File: src/rtl/ebs_pkg.sv
package ebs_pkg;

  localparam int TW = 15;

  typedef enum logic [2:0] {
    PH_IDLE = 3'd0,
    PH_A    = 3'd1,
    PH_B    = 3'd2,
    PH_C    = 3'd3,
    PH_D    = 3'd4,
    PH_E    = 3'd5,
    PH_F    = 3'd6,
    PH_END  = 3'd7
  } phase_t;

  typedef struct packed {
    logic [1:0] a;
    logic       b_m1;
    logic [1:0] c;
    logic       d;
    logic [4:0] e_m1;
    logic [1:0] f_rd;
    logic [1:0] f_wr;
  } tim_t;

  function automatic tim_t unpack_tim(input logic [TW-1:0] w);
    tim_t t;
    t.e_m1 = w[4:0];
    t.a    = w[6:5];
    t.b_m1 = w[7];
    t.c    = w[9:8];
    t.d    = w[10];
    t.f_wr = w[12:11];
    t.f_rd = w[14:13];
    return t;
  endfunction

  // Number of cycles spent in a phase (0 means the phase is skipped).
  function automatic logic [5:0] phase_len(input phase_t p, input tim_t t, input logic wr);
    logic [5:0] n;
    case (p)
      PH_A:    n = {4'd0, t.a};
      PH_B:    n = {5'd0, t.b_m1} + 6'd1;
      PH_C:    n = {4'd0, t.c};
      PH_D:    n = {5'd0, t.d};
      PH_E:    n = {1'b0, t.e_m1} + 6'd1;
      PH_F:    n = wr ? {4'd0, t.f_wr} : {4'd0, t.f_rd};
      PH_END:  n = 6'd1;
      default: n = 6'd0;
    endcase
    return n;
  endfunction

  // First phase after p that has a non-zero length; the end state otherwise.
  function automatic phase_t next_phase(input phase_t p, input tim_t t, input logic wr);
    phase_t r;
    r = PH_END;
    for (int i = 6; i >= 1; i--) begin
      if (i > int'(p) && phase_len(phase_t'(3'(i)), t, wr) != 6'd0)
        r = phase_t'(3'(i));
    end
    return r;
  endfunction

endpackage

File: src/rtl/ebs_ready_cond.sv
module ebs_ready_cond (
  input  logic clk,
  input  logic rst,
  input  logic ready_pin,
  input  logic sync_mode,
  input  logic pol_high,
  output logic rdy_ok
);

  logic norm;
  logic stage1;
  logic stage2;

  assign norm = pol_high ? ready_pin : ~ready_pin;

  always_ff @(posedge clk) begin
    if (rst) begin
      stage1 <= 1'b0;
      stage2 <= 1'b0;
    end else begin
      stage1 <= norm;
      stage2 <= stage1;
    end
  end

  // One stage when synchronous sampling is chosen, two otherwise.
  assign rdy_ok = sync_mode ? stage1 : stage2;

endmodule

File: src/rtl/ebs_phase_ctrl.sv
module ebs_phase_ctrl
  import ebs_pkg::*;
#(
  parameter int AW = 24,
  parameter int DW = 16
) (
  input  logic          clk,
  input  logic          rst,
  input  logic          req_valid,
  input  logic [AW-1:0] req_addr,
  input  logic          req_write,
  input  logic [DW-1:0] req_wdata,
  input  logic [TW-1:0] tcfg,
  input  logic          cs_en,
  input  logic          rdy_en,
  input  logic [1:0]    btype,
  input  logic          rdy_ok,
  output phase_t        ph,
  output phase_t        ph_nxt,
  output logic          cap,
  output logic          sel_write,
  output logic [AW-1:0] sel_addr,
  output logic [DW-1:0] sel_wdata,
  output logic [1:0]    sel_btype
);

  localparam int CW = 5;

  tim_t          h_tim;
  tim_t          act_tim;
  logic          h_wr;
  logic          h_rdy;
  logic [1:0]    h_bt;
  logic [AW-1:0] h_addr;
  logic [DW-1:0] h_wd;
  logic [CW-1:0] cnt;
  logic [CW-1:0] cnt_nxt;
  logic [5:0]    len_nxt;
  logic          accept;
  logic          stay_e;
  logic          adv;

  always_comb begin
    accept    = (ph == PH_IDLE) && req_valid && cs_en;
    act_tim   = accept ? unpack_tim(tcfg) : h_tim;
    sel_write = accept ? req_write : h_wr;
    sel_addr  = accept ? req_addr  : h_addr;
    sel_wdata = accept ? req_wdata : h_wd;
    sel_btype = accept ? btype     : h_bt;

    stay_e = (ph == PH_E) && h_rdy && !rdy_ok;
    adv    = (ph != PH_IDLE) && (cnt == '0) && !stay_e;

    ph_nxt = ph;
    if (ph == PH_IDLE) begin
      if (accept) ph_nxt = next_phase(PH_IDLE, act_tim, sel_write);
    end else if (adv) begin
      ph_nxt = (ph == PH_END) ? PH_IDLE : next_phase(ph, h_tim, h_wr);
    end

    len_nxt = phase_len(ph_nxt, act_tim, sel_write);
    cnt_nxt = cnt;
    if (ph_nxt != ph)
      cnt_nxt = (len_nxt == 6'd0) ? '0 : CW'(len_nxt - 6'd1);
    else if (cnt != '0)
      cnt_nxt = cnt - 1'b1;

    cap = (ph == PH_E) && adv && !h_wr;
  end

  always_ff @(posedge clk) begin
    if (rst) begin
      ph     <= PH_IDLE;
      cnt    <= '0;
      h_tim  <= '0;
      h_wr   <= 1'b0;
      h_rdy  <= 1'b0;
      h_bt   <= '0;
      h_addr <= '0;
      h_wd   <= '0;
    end else begin
      ph  <= ph_nxt;
      cnt <= cnt_nxt;
      if (accept) begin
        h_tim  <= act_tim;
        h_wr   <= req_write;
        h_rdy  <= rdy_en;
        h_bt   <= btype;
        h_addr <= req_addr;
        h_wd   <= req_wdata;
      end
    end
  end

  // a disabled region never leaves idle
  assert_idle_hold_R2: assert property (@(posedge clk) disable iff (rst)
    (ph == PH_IDLE && !cs_en) |=> (ph == PH_IDLE));

  // phase E is held while READY is enabled and not yet seen
  assert_wait_ready_R8: assert property (@(posedge clk) disable iff (rst)
    (ph == PH_E && h_rdy && !rdy_ok) |=> (ph == PH_E));

  // phases only move forward through the fixed order, or back to idle
  assert_forward_R3: assert property (@(posedge clk) disable iff (rst)
    (ph != PH_IDLE && ph != PH_END && ph_nxt != ph) |-> (ph_nxt > ph));

endmodule

File: src/rtl/ebs_pin_drv.sv
module ebs_pin_drv
  import ebs_pkg::*;
#(
  parameter int AW = 24,
  parameter int DW = 16
) (
  input  logic          clk,
  input  logic          rst,
  input  phase_t        ph_nxt,
  input  logic          sel_write,
  input  logic [AW-1:0] sel_addr,
  input  logic [DW-1:0] sel_wdata,
  input  logic [1:0]    sel_btype,
  input  logic          cap,
  input  logic [DW-1:0] bus_din,
  output logic          bus_cs,
  output logic          bus_ale,
  output logic          bus_rd,
  output logic          bus_wr,
  output logic [DW-1:0] ad_out,
  output logic          ad_oe,
  output logic [AW-1:0] addr_out,
  output logic [DW-1:0] rdata
);

  localparam int HW = DW / 2;

  logic          busy_d;
  logic          early_d;
  logic          mux;
  logic          wide;
  logic [DW-1:0] wd_fit;
  logic [DW-1:0] din_fit;
  logic [DW-1:0] ad_d;
  logic          oe_d;

  always_comb begin
    busy_d  = (ph_nxt != PH_IDLE) && (ph_nxt != PH_END);
    early_d = (ph_nxt == PH_A) || (ph_nxt == PH_B) || (ph_nxt == PH_C) || (ph_nxt == PH_D);
    mux     = sel_btype[0];
    wide    = sel_btype[1];
    wd_fit  = wide ? sel_wdata : {{(DW-HW){1'b0}}, sel_wdata[HW-1:0]};
    din_fit = wide ? bus_din   : {{(DW-HW){1'b0}}, bus_din[HW-1:0]};
    if (mux && early_d) begin
      oe_d = 1'b1;
      ad_d = sel_addr[DW-1:0];
    end else if (sel_write && (ph_nxt == PH_E || ph_nxt == PH_F)) begin
      oe_d = 1'b1;
      ad_d = wd_fit;
    end else begin
      oe_d = 1'b0;
      ad_d = '0;
    end
  end

  always_ff @(posedge clk) begin
    if (rst) begin
      bus_cs   <= 1'b0;
      bus_ale  <= 1'b0;
      bus_rd   <= 1'b0;
      bus_wr   <= 1'b0;
      ad_out   <= '0;
      ad_oe    <= 1'b0;
      addr_out <= '0;
      rdata    <= '0;
    end else begin
      bus_cs   <= busy_d;
      bus_ale  <= (ph_nxt == PH_A) || (ph_nxt == PH_B);
      bus_rd   <= (ph_nxt == PH_E) && !sel_write;
      bus_wr   <= (ph_nxt == PH_E) && sel_write;
      ad_out   <= ad_d;
      ad_oe    <= oe_d;
      addr_out <= busy_d ? sel_addr : '0;
      if (cap) rdata <= din_fit;
    end
  end

  // strobes only inside an active chip select
  assert_rw_in_cs_R7: assert property (@(posedge clk) disable iff (rst)
    (bus_rd || bus_wr) |-> bus_cs);

  // address strobe never overlaps the access strobes
  assert_ale_apart_R10: assert property (@(posedge clk) disable iff (rst)
    bus_ale |-> !(bus_rd || bus_wr));

endmodule

File: src/rtl/ebus_cycle_seq.sv
module ebus_cycle_seq
  import ebs_pkg::*;
#(
  parameter int AW = 24,
  parameter int DW = 16
) (
  input  logic          clk,
  input  logic          rst,
  input  logic          req_valid,
  input  logic [AW-1:0] req_addr,
  input  logic          req_write,
  input  logic [DW-1:0] req_wdata,
  input  logic [14:0]   tcfg,
  input  logic [5:0]    fcfg,
  input  logic          ready_pin,
  input  logic [DW-1:0] bus_din,
  output logic          bus_cs,
  output logic          bus_ale,
  output logic          bus_rd,
  output logic          bus_wr,
  output logic [DW-1:0] ad_out,
  output logic          ad_oe,
  output logic [AW-1:0] addr_out,
  output logic [DW-1:0] rdata,
  output logic          done
);

  phase_t        ph;
  phase_t        ph_nxt;
  logic          rdy_ok;
  logic          cap;
  logic          sel_write;
  logic [AW-1:0] sel_addr;
  logic [DW-1:0] sel_wdata;
  logic [1:0]    sel_btype;

  ebs_ready_cond u_rdy (
    .clk       (clk),
    .rst       (rst),
    .ready_pin (ready_pin),
    .sync_mode (fcfg[2]),
    .pol_high  (fcfg[3]),
    .rdy_ok    (rdy_ok)
  );

  ebs_phase_ctrl #(.AW(AW), .DW(DW)) u_ctrl (
    .clk       (clk),
    .rst       (rst),
    .req_valid (req_valid),
    .req_addr  (req_addr),
    .req_write (req_write),
    .req_wdata (req_wdata),
    .tcfg      (tcfg),
    .cs_en     (fcfg[0]),
    .rdy_en    (fcfg[1]),
    .btype     (fcfg[5:4]),
    .rdy_ok    (rdy_ok),
    .ph        (ph),
    .ph_nxt    (ph_nxt),
    .cap       (cap),
    .sel_write (sel_write),
    .sel_addr  (sel_addr),
    .sel_wdata (sel_wdata),
    .sel_btype (sel_btype)
  );

  ebs_pin_drv #(.AW(AW), .DW(DW)) u_pins (
    .clk       (clk),
    .rst       (rst),
    .ph_nxt    (ph_nxt),
    .sel_write (sel_write),
    .sel_addr  (sel_addr),
    .sel_wdata (sel_wdata),
    .sel_btype (sel_btype),
    .cap       (cap),
    .bus_din   (bus_din),
    .bus_cs    (bus_cs),
    .bus_ale   (bus_ale),
    .bus_rd    (bus_rd),
    .bus_wr    (bus_wr),
    .ad_out    (ad_out),
    .ad_oe     (ad_oe),
    .addr_out  (addr_out),
    .rdata     (rdata)
  );

  always_ff @(posedge clk) begin
    if (rst) done <= 1'b0;
    else     done <= (ph_nxt == PH_END);
  end

  // done lasts exactly one cycle
  assert_done_pulse_R13: assert property (@(posedge clk) disable iff (rst)
    done |=> !done);

  // chip select drops when done is raised
  assert_cs_off_at_done_R13: assert property (@(posedge clk) disable iff (rst)
    done |-> !bus_cs);

endmodule

File: config.mk
export PLATFORM = sky130hd
export DESIGN_NAME = ebus_cycle_seq
export DESIGN_NICKNAME = d
export VERILOG_FILES = /design/src/rtl/ebs_pkg.sv /design/src/rtl/ebs_ready_cond.sv /design/src/rtl/ebs_phase_ctrl.sv /design/src/rtl/ebs_pin_drv.sv /design/src/rtl/ebus_cycle_seq.sv
export SDC_FILE = /design/constraint.sdc
export NUM_CORES = 1
export LEC_CHECK = 0
export BUFFER_PORTS_ARGS = -buffer_cell sky130_fd_sc_hd__buf_2
export CORE_MARGIN = 2
export CORE_UTILIZATION = 56
export DETAILED_ROUTE_END_ITERATION = 8
export PLACE_DENSITY = 0.82
export SETUP_SLACK_MARGIN = 0.15
export SYNTH_ARGS = -nofsm -noshare
export SYNTH_HDL_FRONTEND = slang
export SYNTH_HIERARCHICAL = 1
export SYNTH_SLANG_ARGS = --single-unit
File: constraint.sdc
create_clock -name clk -period 9.11 [get_ports clk]
set_input_delay 0.911 -clock clk [delete_from_list [all_inputs] [get_ports clk]]
set_output_delay 0.911 -clock clk [all_outputs]
set_load 0.03 [all_outputs]
== After elaboration in Yosys (flattened, before gate mapping) ==
Cells that the tools add are included.

* Register bits after elaboration: 131
* Bits of input ports: 82
* Output and inout port bits: 62
* Word-level logic and storage cells: 156

* Add/subtract/negate cells: 6
* Order comparisons: 6
* Equal/unequal tests: 11
* Mux-type cells: 59
* Bitwise logic cells: 2
* Reductions and logical operators: 47

{| class="wikitable"
|+ Operators by type and width
! kind !! number
|-
| $mux 6 || 24
|-
| $mux 16 || 5
|-
| $reduce_bool 6->1 || 12
|-
| $pmux 6 s7 || 1
|-
| $mux 3 || 10
|-
| $mux 24 || 1
|-
| $logic_and 1x1->1 || 19
|-
| $eq 3x3->1 const B || 6
|-
| $mux 15 || 1
|-
| $mux 5 || 3
|-
| $mux 2 || 7
|-
| $add 5x1->6 const B || 2
|-
| $sub 5x1->5 const B || 2
|-
| $gt 3x3->1 const A || 3
|-
| $mux 1 || 7
|-
| $eq 3x2->1 const B || 2
|-
| $gt 2x3->1 const A || 2
|-
| $logic_not 6->1 || 1
|-
| $reduce_bool 3->1 || 2
|-
| $logic_not 5->1 || 1
|-
| $reduce_bool 5->1 || 1
|-
| $add 1x1->2 const B || 2
|-
| $logic_not 1->1 || 4
|-
| $logic_or 1x1->1 || 4
|-
| 8 further kinds || 9
|}

== Longest topological paths before layout ==
Gate-level depths: netlist of run 1.

* Depth after elaboration: 24
* Gate-level depth with buffers: 17
* Mapped depth without buffers: 16

== Cells and area by module ==
The synthesis of run 1 kept the hierarchy.

{| class="wikitable"
|+ Modules (own cells, without submodules)
! module !! instances !! cells each !! area an instance (sq um) !! seq. area each (sq um)
|-
| ebs_phase_ctrl || 1 || 332 || 3347.0 || 1341.3
|-
| ebs_pin_drv || 1 || 169 || 1931.9 || 1221.2
|-
| ebs_ready_cond || 1 || 6 || 73.8 || 40.0
|-
| ebus_cycle_seq || 1 || 2 || 30.0 || 20.0
|}

== Least setup slack after synthesis of run 1 ==
No wires, ideal clock.

* Path kind: in2reg
* From: in fcfg[0]
* To: reg u_ctrl.cnt[3]
* Setup time: 0.079 ns
* Data arrival time: 4.251 ns
* Data required time: 9.031 ns
* Path slack: 4.780 ns
* Stages: 16
* Buffers on the path: 3
* Cells stage by stage: nand4bb_1 nor2_2 buf_2 buf_2 buf_2 mux2_2 ha_1 nor2_1 a2111oi_1 a211oi_1 ha_1 nand2_1 nor3_1 a211o_1 a311o_1 o211ai_1

{| class="wikitable"
|+ RTL lines
! item !! RTL line !! text
|-
| from (decl) || ebus_cycle_seq.sv:14 || <nowiki>input logic [5:0] fcfg,</nowiki>
|-
| to (signal assigned) || ebs_phase_ctrl.sv:83 || <nowiki>cnt <= cnt_nxt;</nowiki>
|-
| to (decl) || ebs_phase_ctrl.sv:36 || <nowiki>logic [CW-1:0] cnt;</nowiki>
|}

==> flow_summary.ini, run 1 <==
[job]
max_cap_violations = 0

[hold_path]
hold_path.startpoint = u_rdy/stage1$_SDFF_PP0_
worstHoldPathType = reg2reg
timing.hold.worst_endpoint = u_rdy/stage2$_SDFF_PP0_
hold-path-cell-count = 1

[outcome]
outcome = finished clean

[cts]
clk_pin_slew_ns = 0.06
cts-resized-gates = 0
cts_max_level = 4
cts-hold-fix-buffers = 0
cts_root_buffer = sky130_fd_sc_hd__clkbuf_8
tritoncts_clock_tree = done
cts_made_buffers = 17
cts.repair_timing.setup_buffer_count = 0
clkSinkCount = 131
worstSkewPairLatency_ns = 0.51
clock_path_buffers = 2

[synth]
synthMuxAreaShare_pct = 15.8
ys_top_cells_by_area = sky130_fd_sc_hd__dfxtp_1, sky130_fd_sc_hd__mux2_2, sky130_fd_sc_hd__nor2b_1
synth_cell_type_count = 61
synth_adder_area_share_pct = 0.930
mappedNetlistArea_um2 = 5380
synth.net_count = 595
synth_compound_gate_area_share_pct = 10.0
yosysWarningCount = 6
postSynth.asyncResetShare_pct = 0
ys_seq_elements = 131
synth-xor-area-share_pct = 1.46
yosysSeqAreaShare_pct = 48.7
synth.most_common_cell = sky130_fd_sc_hd__dfxtp_1
synth.top_cells.by_count = sky130_fd_sc_hd__dfxtp_1, sky130_fd_sc_hd__nor2b_1, sky130_fd_sc_hd__mux2_2
synth_cells = 509
yosysTopAreaCellShare_pct = 48.7
synth_enable_flop_cells = 0
synth-simple-area-share_pct = 20.0
post_synth.cell_area_avg_um2 = 10.6
ys.flop_type = sky130_fd_sc_hd__dfxtp_1
synth_top_family_by_area = simple AND/OR/NAND/NOR gates
netlist.top_cell.by_area = sky130_fd_sc_hd__dfxtp_1

[floorplanning]
die_height_um = 102
floorplan.io_pins = 144
initial_core_utilization_pct = 58.0
die-width_um = 102
floorplan.core_area_um2 = 9280
fp.dieArea_um2 = 10400
rows = 35

[worst_setup_path]
cp.required_ns = 9.47
worstReg2RegStart = u_ctrl/ph[1]$_SDFF_PP0_
timing.rr.end = u_ctrl/cnt[1]$_SDFFE_PP0P_
reg2reg_slack_ns = 4.87
crit_path_cell_trace = nand4bb_1 > nor2_4 > buf_4 > mux2i_1 > inv_1 > ha_1 > nor2_1 > a2111oi_1 > a211oi_1 > ha_1 > nand2_1 > nor3_1 > a211o_1 > a2bb2oi_1 > nor2_1
cp_slowest_stage_delay_ns = 0.68
start_kind = flip-flop
worst_ep_arrival_time_ns = 4.60
cp-end-kind = flip-flop
cp_max_fo = 63
crit_path_class = reg2reg
cpMaxStageDelayCell = sky130_fd_sc_hd__buf_4
worst_r2r_path_depth = 15

[layout]
fill_cells = 661
final-seq-area_um2 = 2620
antenna_cells = 0
final_net_count = 733
post_layout_nonfiller_instances = 788
share_of_final_layout_standard_cells_stronger_than_drive_strength_1_pct = 37.6
area.growth.synth_to_final_pct = 26.2
multiInputGateArea_um2 = 2610

[power_and_ir_drop]
static_leakage_nw = 3.11
power_density_nw_per_um2 = 318
vdd_ir_drop_max_mv = 0.244

[route]
ant_nets = 0
vias_per_cell = 5.39
drt_wl_total_mm = 12.5
average_wire_per_cell_in_the_routed_design_um = 15.9
firstDrtPassIters = 5
drt_drc_violations_left = 0
drt-initial-drc-count = 230
vias = 4244

[placed_design]
place.detailed.hpwl_mm = 8.17
port_buffers = 143
gp_routability_congestion = 0.879
placedCellCount = 757

[global_routing]
grt_util_all_layers_pct = 24.1
grt_pass1_vias = 4236
globalRouteOverflowTotal = 0
grt_first_pass_wirelength_mm = 19.7
grt_antenna_before_repair = 0
grt_start_max_net_pins = 94

[timing]
period_share_pct = 46.6
post-route-min-period_ns = 4.24
maxClockFrequency_mhz = 236
unrepaired_setup_endpoints_after_global_routing = no
timing.final.max_slew_violations = 0
worst_clock_skew_ns = 0.0102
final_report_setup_violation_count = 0
aggregate_negative_setup_slack_ns = 0
maxSlewHeadroom_pct = 20.2
worst_slew_pin_slew_ns = 1.19
hold_violations = 0
cell usage in the layout (no fill, tap or decap), drive strengths merged, types with 4 or more instances in the layout:
cell type / instances
nand2: 19
a21oi: 12
clkinv: 5
a211o: 4
bufinv: 4
dfxtp: 131
nor3: 9
nor2b: 58
clkbuf: 17
xor2: 4
xnor2: 5
inv: 15
ha: 4
nand3: 11
mux2: 51
nor2: 43
buf: 146
and3: 25
a22o: 17
mux2i: 27
layer usage:
metal  part of all wire (%)  track usage (%)  wire (µm)  vias up
met1                     43             29.1       5370     1998
met3                    5.8             7.32        729       27
met2                     49             41.0       6180      149
met4                    2.0             8.31        255        0
li1                       -                -          -     2070
met5                      0                0          0        -
metrics by stage:
step / hold slack (ns) / instance area [µm²] / power, W / util (%) / worst slack, ns
floorplan: 0.438 / 5380 / 0.00123 / - / 4.78
global placement: 0.453 / 6180 / 0.00141 / 66.5 / 4.70
detailed placement: 0.455 / 6180 / 0.00144 / 66.5 / 4.47
CTS: 0.472 / 6790 / 0.00216 / 73.2 / 4.85
global route: 0.488 / 6790 / 0.00227 / 73.2 / 4.57
finish: 0.476 / 6790 / 0.00216 / 73.2 / 4.87
power breakdown:
part | switching [W] | internal [W] | total [W]
registers | 0.0000460 | 0.000648 | 0.000694
clock network | 0.000260 | 0.000447 | 0.000707
logic | 0.000469 | 0.000291 | 0.000760
worst max-delay path by stage:
stage	startpoint	to	slack [ns]	depth (start not counted)
after floorplan	fcfg[0]	u_ctrl/cnt[3]$_SDFFE_PP0P_	4.78	16
after global placement	fcfg[0]	u_ctrl/cnt[4]$_SDFFE_PP0P_	4.70	16
after detailed placement	fcfg[0]	u_ctrl/cnt[1]$_SDFFE_PP0P_	4.47	16
after CTS	u_ctrl/ph[1]$_SDFF_PP0_	u_ctrl/cnt[1]$_SDFFE_PP0P_	4.85	15
after global routing	u_ctrl/ph[1]$_SDFF_PP0_	u_ctrl/cnt[1]$_SDFFE_PP0P_	4.57	15
final	u_ctrl/ph[1]$_SDFF_PP0_	u_ctrl/cnt[1]$_SDFFE_PP0P_	4.87	15
worst max-delay path: cells and delay by family, from the launching register on:
family          cells  cell delay, ns
buf+inv             2            0.76
simple gates        6            0.97
fa+ha+maj           2            0.60
compound gates      4            0.91
flops               1            0.44
mux                 1            0.41
sequential cells by signal, indices dropped and copies added, names as in the netlist:
name and cells:
u_ctrl/h_tim 15, u_pins/ad_oe 1, u_pins/addr_out 24, u_rdy/stage2 1, u_ctrl/ph 3, u_pins/bus_ale 1, u_ctrl/h_wr 1, u_ctrl/h_rdy 1
u_pins/bus_rd 1, done 1, u_ctrl/h_wd 16, u_ctrl/h_bt 2, u_rdy/stage1 1, u_ctrl/h_addr 24, u_pins/bus_cs 1, u_pins/bus_wr 1
u_pins/rdata 16, u_pins/ad_out 16, u_ctrl/cnt 5
logic make-up (layout without fill, tap and decap cells):
kind of cell	Yosys count	in the layout
fa+ha+maj	4	4
flops	131	131
buf+inv	39	189
mux	78	78
simple gates	185	185
compound gates	63	63
xor+xnor	9	9
layout make-up:
class | count | share of cell area [%]
sequential | 131 | 38.6
timing repair buffer | 146 | 10.9
inverter | 12 | 0.682
multi-input combinational | 339 | 38.4
clock inverter | 14 | 2.97
clock buffer | 17 | 6.10
tap | 129 | 2.38
No activity file was read; power rests on OpenSTA's default activity.
==> run 2: changes to the inputs <==
--- a/config.mk
+++ b/config.mk
@@ -7,9 +7,9 @@
 export LEC_CHECK = 0
 export BUFFER_PORTS_ARGS = -buffer_cell sky130_fd_sc_hd__buf_2
 export CORE_MARGIN = 2
-export CORE_UTILIZATION = 56
+export CORE_UTILIZATION = 52
 export DETAILED_ROUTE_END_ITERATION = 8
-export PLACE_DENSITY = 0.82
+export PLACE_DENSITY = 0.77
 export SETUP_SLACK_MARGIN = 0.15
 export SYNTH_ARGS = -nofsm -noshare
 export SYNTH_HDL_FRONTEND = slang
==> constraint.sdc (replaced) <==
create_clock -name clk -period 4 [get_ports clk]
set_input_delay 0.4 -clock clk [delete_from_list [all_inputs] [get_ports clk]]
set_output_delay 0.4 -clock clk [all_outputs]
set_load 0.03 [all_outputs]
==> run 2 against run 1 <==
  * Die area increased by 7.4%
  * Highest routed layer unchanged
  * Critical endpoint unchanged
  * Hold slack got worse by 0.36 ns
  * Via count increased by 1.2%
  * Routed wire length increased by 1.7%
  * Clock-buffer cell count increased by 5
  * Sequential power increased by 120%
==> flow_summary.ini, run 2 (synthesis gave the netlist of run 1 again) <==
[layout]
antenna_cells = 0
final_net_count = 742
layout_top_registers = u_ctrl/h_addr x24, u_pins/addr_out x24
final_core_util_pct = 67.2
mostFrequentLayoutCell = sky130_fd_sc_hd__buf_2
layout.cells.most_common_list = sky130_fd_sc_hd__buf_2, sky130_fd_sc_hd__dfxtp_1, sky130_fd_sc_hd__nor2b_1, sky130_fd_sc_hd__mux2_2, sky130_fd_sc_hd__nor2_1
fill_cells = 795
area.growth.synth_to_final_pct = 27.2
share_of_final_layout_standard_cells_stronger_than_drive_strength_1_pct = 39.2

[hold_path]
timing.hold.worst_endpoint = u_pins/rdata[11]$_SDFFE_PP0P_
hold_path.startpoint = bus_din[11]
hold-path-cell-count = 3
worstHoldPathType = in2reg

[timing]
worst_clock_skew_ns = 0.00572
maxSlewHeadroom_pct = 30.7
worst_slew_pin_slew_ns = 1.03
timing.final.max_slew_violations = 0
hold_violations = 0
period_share_pct = 91.5
unrepaired_setup_endpoints_after_global_routing = no
aggregate_negative_setup_slack_ns = 0
fin_hold_ws_ns = 0.112
post-route-min-period_ns = 3.66
maxClockFrequency_mhz = 273
final_report_setup_violation_count = 0

[placed_design]
place.detailed.hpwl_mm = 8.57
port_buffers = 143
gp_routability_congestion = 0.840

[power_and_ir_drop]
power_density_nw_per_um2 = 708
clockPowerShare_pct = 29.0
vdd_ir_drop_max_mv = 0.399
power.net_switching_w = 0.00176
static_leakage_nw = 3.13
power.share.sequential_pct = 32.1
power.share.switching_pct = 36.3
p_int_w = 0.00309
comb_pwr_share_pct = 38.9

[global_routing]
busiest_layer = met2
grt_antenna_before_repair = 0
grt_util_all_layers_pct = 22.9
grt_first_pass_wirelength_mm = 20.3
grt_pass1_vias = 4185
global_route_track_usage_on_met1_pct = 28.5
grt_use_met3_pct = 6.18
globalRouteOverflowTotal = 0
grt_start_max_net_pins = 54
grt_util_met2_pct = 38.6

[cts]
clkSinkCount = 131
worstSkewPairLatency_ns = 0.52
clk_pin_slew_ns = 0.06
cts-hold-fix-buffers = 0
cts_made_buffers = 17
cts_root_buffer = sky130_fd_sc_hd__clkbuf_8
tritoncts_clock_tree = done
clock_path_buffers = 2
cts_max_level = 4

[worst_setup_path]
start_kind = flip-flop
crit_path_class = reg2reg
cp.required_ns = 4.39
reg2reg_slack_ns = 0.34
worst_r2r_path_depth = 14
timing.rr.end = u_ctrl/cnt[1]$_SDFFE_PP0P_
cp_max_fo = 7
worst_ep_arrival_time_ns = 4.05
cp-end-kind = flip-flop
worstReg2RegStart = u_ctrl/cnt[0]$_SDFFE_PP0P_

[floorplanning]
floorplan.io_pins = 144
fp.dieArea_um2 = 11200
initial_core_utilization_pct = 52.9
rows = 37
die_height_um = 106
die-width_um = 106
floorplan.core_area_um2 = 10200

[route]
drt_drc_violations_left = 0
vias = 4297
firstDrtPassIters = 5
average_wire_per_cell_in_the_routed_design_um = 15.8
drt_wl_total_mm = 12.7
drt-initial-drc-count = 241
vias_per_cell = 5.34
ant_nets = 0

[job]
max_cap_violations = 0

[outcome]
outcome = finished clean
[run 2: worst max-delay path: stages, from the launching register on]
cell	delay, ns
sky130_fd_sc_hd__dfxtp_1	0.33
sky130_fd_sc_hd__inv_1	0.08
sky130_fd_sc_hd__ha_1	0.23
sky130_fd_sc_hd__or4b_4	0.58
sky130_fd_sc_hd__a22oi_4	0.24
sky130_fd_sc_hd__o22ai_4	0.13
sky130_fd_sc_hd__or2_4	0.28
sky130_fd_sc_hd__a22o_1	0.24
sky130_fd_sc_hd__a221oi_4	0.41
sky130_fd_sc_hd__ha_2	0.30
sky130_fd_sc_hd__nand2_1	0.08
sky130_fd_sc_hd__nor3_2	0.22
sky130_fd_sc_hd__a211o_1	0.19
sky130_fd_sc_hd__a2bb2oi_1	0.16
sky130_fd_sc_hd__nor2_1	0.05
[run 2: layer usage]
metal	up-vias	part of all wire, %	wire, µm
met1	2059	45	5690
met4	0	1.3	170
li1	2089	-	-
met3	15	5.2	664
met5	-	0	0
met2	134	49	6210
[run 2: worst max-delay path by stage]
stage	from	endpoint	slack, ns	cells after the start
finish	u_ctrl/cnt[0]$_SDFFE_PP0P_	u_ctrl/cnt[1]$_SDFFE_PP0P_	0.34	14
global route	u_ctrl/cnt[0]$_SDFFE_PP0P_	u_ctrl/cnt[3]$_SDFFE_PP0P_	0.07	14
CTS	u_ctrl/cnt[0]$_SDFFE_PP0P_	u_ctrl/cnt[0]$_SDFFE_PP0P_	0.29	14
detailed placement	u_ctrl/cnt[0]$_SDFFE_PP0P_	u_ctrl/cnt[1]$_SDFFE_PP0P_	0.09	14
global placement	u_ctrl/cnt[0]$_SDFFE_PP0P_	u_ctrl/cnt[1]$_SDFFE_PP0P_	0.39	14
floorplan	u_ctrl/ph[2]$_SDFF_PP0_	u_ctrl/cnt[3]$_SDFFE_PP0P_	0.19	17
[run 2: through the flow]
step | setup slack [ns] | total power (W) | cell area (µm²) | std cells
after detailed placement | 0.0867 | 0.00333 | 6240 | 771
after global routing | 0.0744 | 0.00512 | 6850 | 804
after CTS | 0.286 | 0.00477 | 6790 | 802
after floorplan | 0.186 | 0.00281 | 5390 | 509
final | 0.341 | 0.00485 | 6850 | 804
after global placement | 0.389 | 0.00328 | 6240 | 771
[run 2: power groups by stage]
stage                     combinational, W  clock (W)  sequential [W]
final                              0.00188    0.00140         0.00156
after global placement             0.00171          0         0.00157
after CTS                          0.00178    0.00144         0.00156
after detailed placement           0.00175          0         0.00158
after global routing               0.00204    0.00151         0.00158
after floorplan                    0.00112          0         0.00169
[run 2: final cells by class]
type	instances	area (µm²)	share of cell area, %
Multi-Input combinational cell	339	2650	38.7
Sequential cell	131	2620	38.3
Timing Repair Buffer	155	810	11.8
Clock buffer	22	463	6.76
Tap cell	136	170	2.49
Clock inverter	9	81.3	1.19
Inverter	12	48.8	0.713
[run 2: timing repair]
item	in CTS	in global routing
endpoints found under the setup margin	4	5
buffers inserted	0	2
gates resized for setup	2	8
==> run 3: changes to the inputs <==
--- a/config.mk
+++ b/config.mk
@@ -6,10 +6,12 @@
 export NUM_CORES = 1
 export LEC_CHECK = 0
 export BUFFER_PORTS_ARGS = -buffer_cell sky130_fd_sc_hd__buf_2
+export CELL_PAD_IN_SITES_DETAIL_PLACEMENT = 0
+export CELL_PAD_IN_SITES_GLOBAL_PLACEMENT = 1
 export CORE_MARGIN = 2
-export CORE_UTILIZATION = 52
+export CORE_UTILIZATION = 43
 export DETAILED_ROUTE_END_ITERATION = 8
-export PLACE_DENSITY = 0.77
+export PLACE_DENSITY = 0.82
 export SETUP_SLACK_MARGIN = 0.15
 export SYNTH_ARGS = -nofsm -noshare
 export SYNTH_HDL_FRONTEND = slang
==> constraint.sdc (replaced) <==
create_clock -name clk -period 4.65 [get_ports clk]
set_input_delay 0.465 -clock clk [delete_from_list [all_inputs] [get_ports clk]]
set_output_delay 0.465 -clock clk [all_outputs]
set_load 0.03 [all_outputs]
==> run 3 against run 2 <==
  * Maximum frequency fell by 5.2%
  * Core utilization fell by 10 points
  * Critical path depth rose by 1
  * Via count fell by 2.4%
  * Cell count rose by 3.0%
  * First-iteration DRC count rose by 22%
  * Clock power rose by 9%
  * Non-clock buffer count fell by 9
  * Total power fell by 10%
  * Clock-buffer cell count did not move
  * Register-to-register slack improved by 0.45 ns
  * Critical endpoint unchanged
  * Highest routed layer unchanged
==> flow_summary.ini, run 3 (synthesis gave the netlist of run 1 again) <==
[hold_path]
worstHoldPathType = in2reg

[worst_setup_path]
cp_max_fo = 8
start_kind = flip-flop
cp-end-kind = flip-flop
crit_path_class = reg2reg
cp.required_ns = 4.90
worst_ep_arrival_time_ns = 4.11

[layout]
share_of_final_layout_standard_cells_stronger_than_drive_strength_1_pct = 37.1
layout_top_registers = u_ctrl/h_addr x24, u_pins/addr_out x24
antenna_cells = 0
mostFrequentLayoutCell = sky130_fd_sc_hd__buf_2
area.growth.synth_to_final_pct = 28.4
layout.cells.most_common_list = sky130_fd_sc_hd__buf_2, sky130_fd_sc_hd__dfxtp_1, sky130_fd_sc_hd__nor2b_1, sky130_fd_sc_hd__mux2_2, sky130_fd_sc_hd__nor2_1
final_net_count = 733

[route]
vias = 4192
ant_nets = 0
average_wire_per_cell_in_the_routed_design_um = 14.8
drt_drc_violations_left = 0
amount_of_wire_on_met2_after_detailed_routing_mm = 5.79
drt_wl_total_mm = 12.3
vias_per_cell = 5.06
drt-initial-drc-count = 293
met3RoutedLength_um = 710
route.top_layer_used = met4
firstDrtPassIters = 4
drt-met1-wl_mm = 5.62

[cts]
clkSinkCount = 131
cts.repair_timing.setup_buffer_count = 0
cts-resized-gates = 0
clock_path_buffers = 2
clk_pin_slew_ns = 0.05
cts_max_level = 4
cts_root_buffer = sky130_fd_sc_hd__clkbuf_16
worstSkewPairLatency_ns = 0.40
cts_made_buffers = 17
cts-hold-fix-buffers = 0
tritoncts_clock_tree = done

[timing]
timing.final.max_slew_violations = 0
fin_hold_ws_ns = 0.291
hold_violations = 0
aggregate_negative_setup_slack_ns = 0
post-route-min-period_ns = 3.86
worst_slew_pin_slew_ns = 1.04
worst_clock_skew_ns = 0.00534
unrepaired_setup_endpoints_after_global_routing = no
maxSlewHeadroom_pct = 30.4
maxClockFrequency_mhz = 259
final_report_setup_violation_count = 0
post-route-worst-setup-slack_ns = 0.789
period_share_pct = 83.0

[placed_design]
gp_routability_congestion = 0.790
dp_worst_setup_slack_ns = 0.843
place.detailed.hpwl_mm = 8.42
port_buffers = 143

[floorplanning]
die-width_um = 116
initial_core_utilization_pct = 44.4
floorplan.io_pins = 144
die_height_um = 116
floorplan.core_area_um2 = 12100
rows = 40
fp.dieArea_um2 = 13400

[global_routing]
grt_util_all_layers_pct = 18.3
globalRouteOverflowTotal = 0
grt_start_max_net_pins = 94
grt_antenna_before_repair = 0
grt_pass1_vias = 4008
grt_first_pass_wirelength_mm = 19.1

[power_and_ir_drop]
power_density_nw_per_um2 = 629
static_leakage_nw = 3.15
vdd_ir_drop_max_mv = 0.350

[job]
max_cap_violations = 0

[outcome]
outcome = finished clean
==> run 3: area by class of cell <==
type	instances	area (µm²)
fill	1130	5200
sequential	131	2620
multi-input combinational	339	2610
timing repair buffer	146	741
clock buffer	22	454
clock inverter	10	228
tap	168	210
inverter	12	46.3
==> run 3: final timing paths <==
kind                                    from                           end  slack (ns)  depth (start not counted)
setup / recovery  u_ctrl/cnt[0]$_SDFFE_PP0P_    u_ctrl/cnt[1]$_SDFFE_PP0P_        0.79                         15
hold / removal                    bus_din[9]  u_pins/rdata[9]$_SDFFE_PP0P_        0.29                          3
setup reg to reg  u_ctrl/cnt[0]$_SDFFE_PP0P_    u_ctrl/cnt[1]$_SDFFE_PP0P_        0.79                         15
hold reg to reg      u_rdy/stage1$_SDFF_PP0_       u_rdy/stage2$_SDFF_PP0_        0.48                          1
==> run 3: critical path: stages (launching register included) <==
cell	delay (ns)
sky130_fd_sc_hd__dfxtp_1	0.33
sky130_fd_sc_hd__inv_1	0.08
sky130_fd_sc_hd__ha_1	0.22
sky130_fd_sc_hd__nor4b_4	0.49
sky130_fd_sc_hd__mux2_2	0.42
sky130_fd_sc_hd__o22ai_4	0.25
sky130_fd_sc_hd__or2_4	0.21
sky130_fd_sc_hd__clkinv_2	0.12
sky130_fd_sc_hd__mux2i_1	0.15
sky130_fd_sc_hd__a211oi_1	0.47
sky130_fd_sc_hd__ha_1	0.29
sky130_fd_sc_hd__nand2_1	0.06
sky130_fd_sc_hd__nor3_1	0.22
sky130_fd_sc_hd__a211o_1	0.18
sky130_fd_sc_hd__a2bb2oi_1	0.16
sky130_fd_sc_hd__nor2_1	0.05
==> run 3: through the flow <==
step	power [W]	util [%]	instances	area [µm²]
final	0.00435	57.1	828	6910
after global routing	0.00457	57.1	828	6910
after CTS	0.00437	57.1	828	6910
after detailed placement	0.00283	51.4	796	6230
after global placement	0.00279	51.4	796	6230
after floorplan	0.00241	-	509	5380
==> run 3: power breakdown <==
group | internal, W | total (W) | switching [W] | leakage, nW
logic | 0.000568 | 0.00146 | 0.000892 | 1.75
clock network | 0.00107 | 0.00153 | 0.000458 | 0.328
registers | 0.00127 | 0.00136 | 0.0000866 | 1.06
==> run 3: layer usage <==
layer	vias to the layer above	GRT usage [%]
li1	2067	-
met4	0	6.51
met3	15	4.60
met1	1980	23.3
met2	130	30.2
met5	-	0
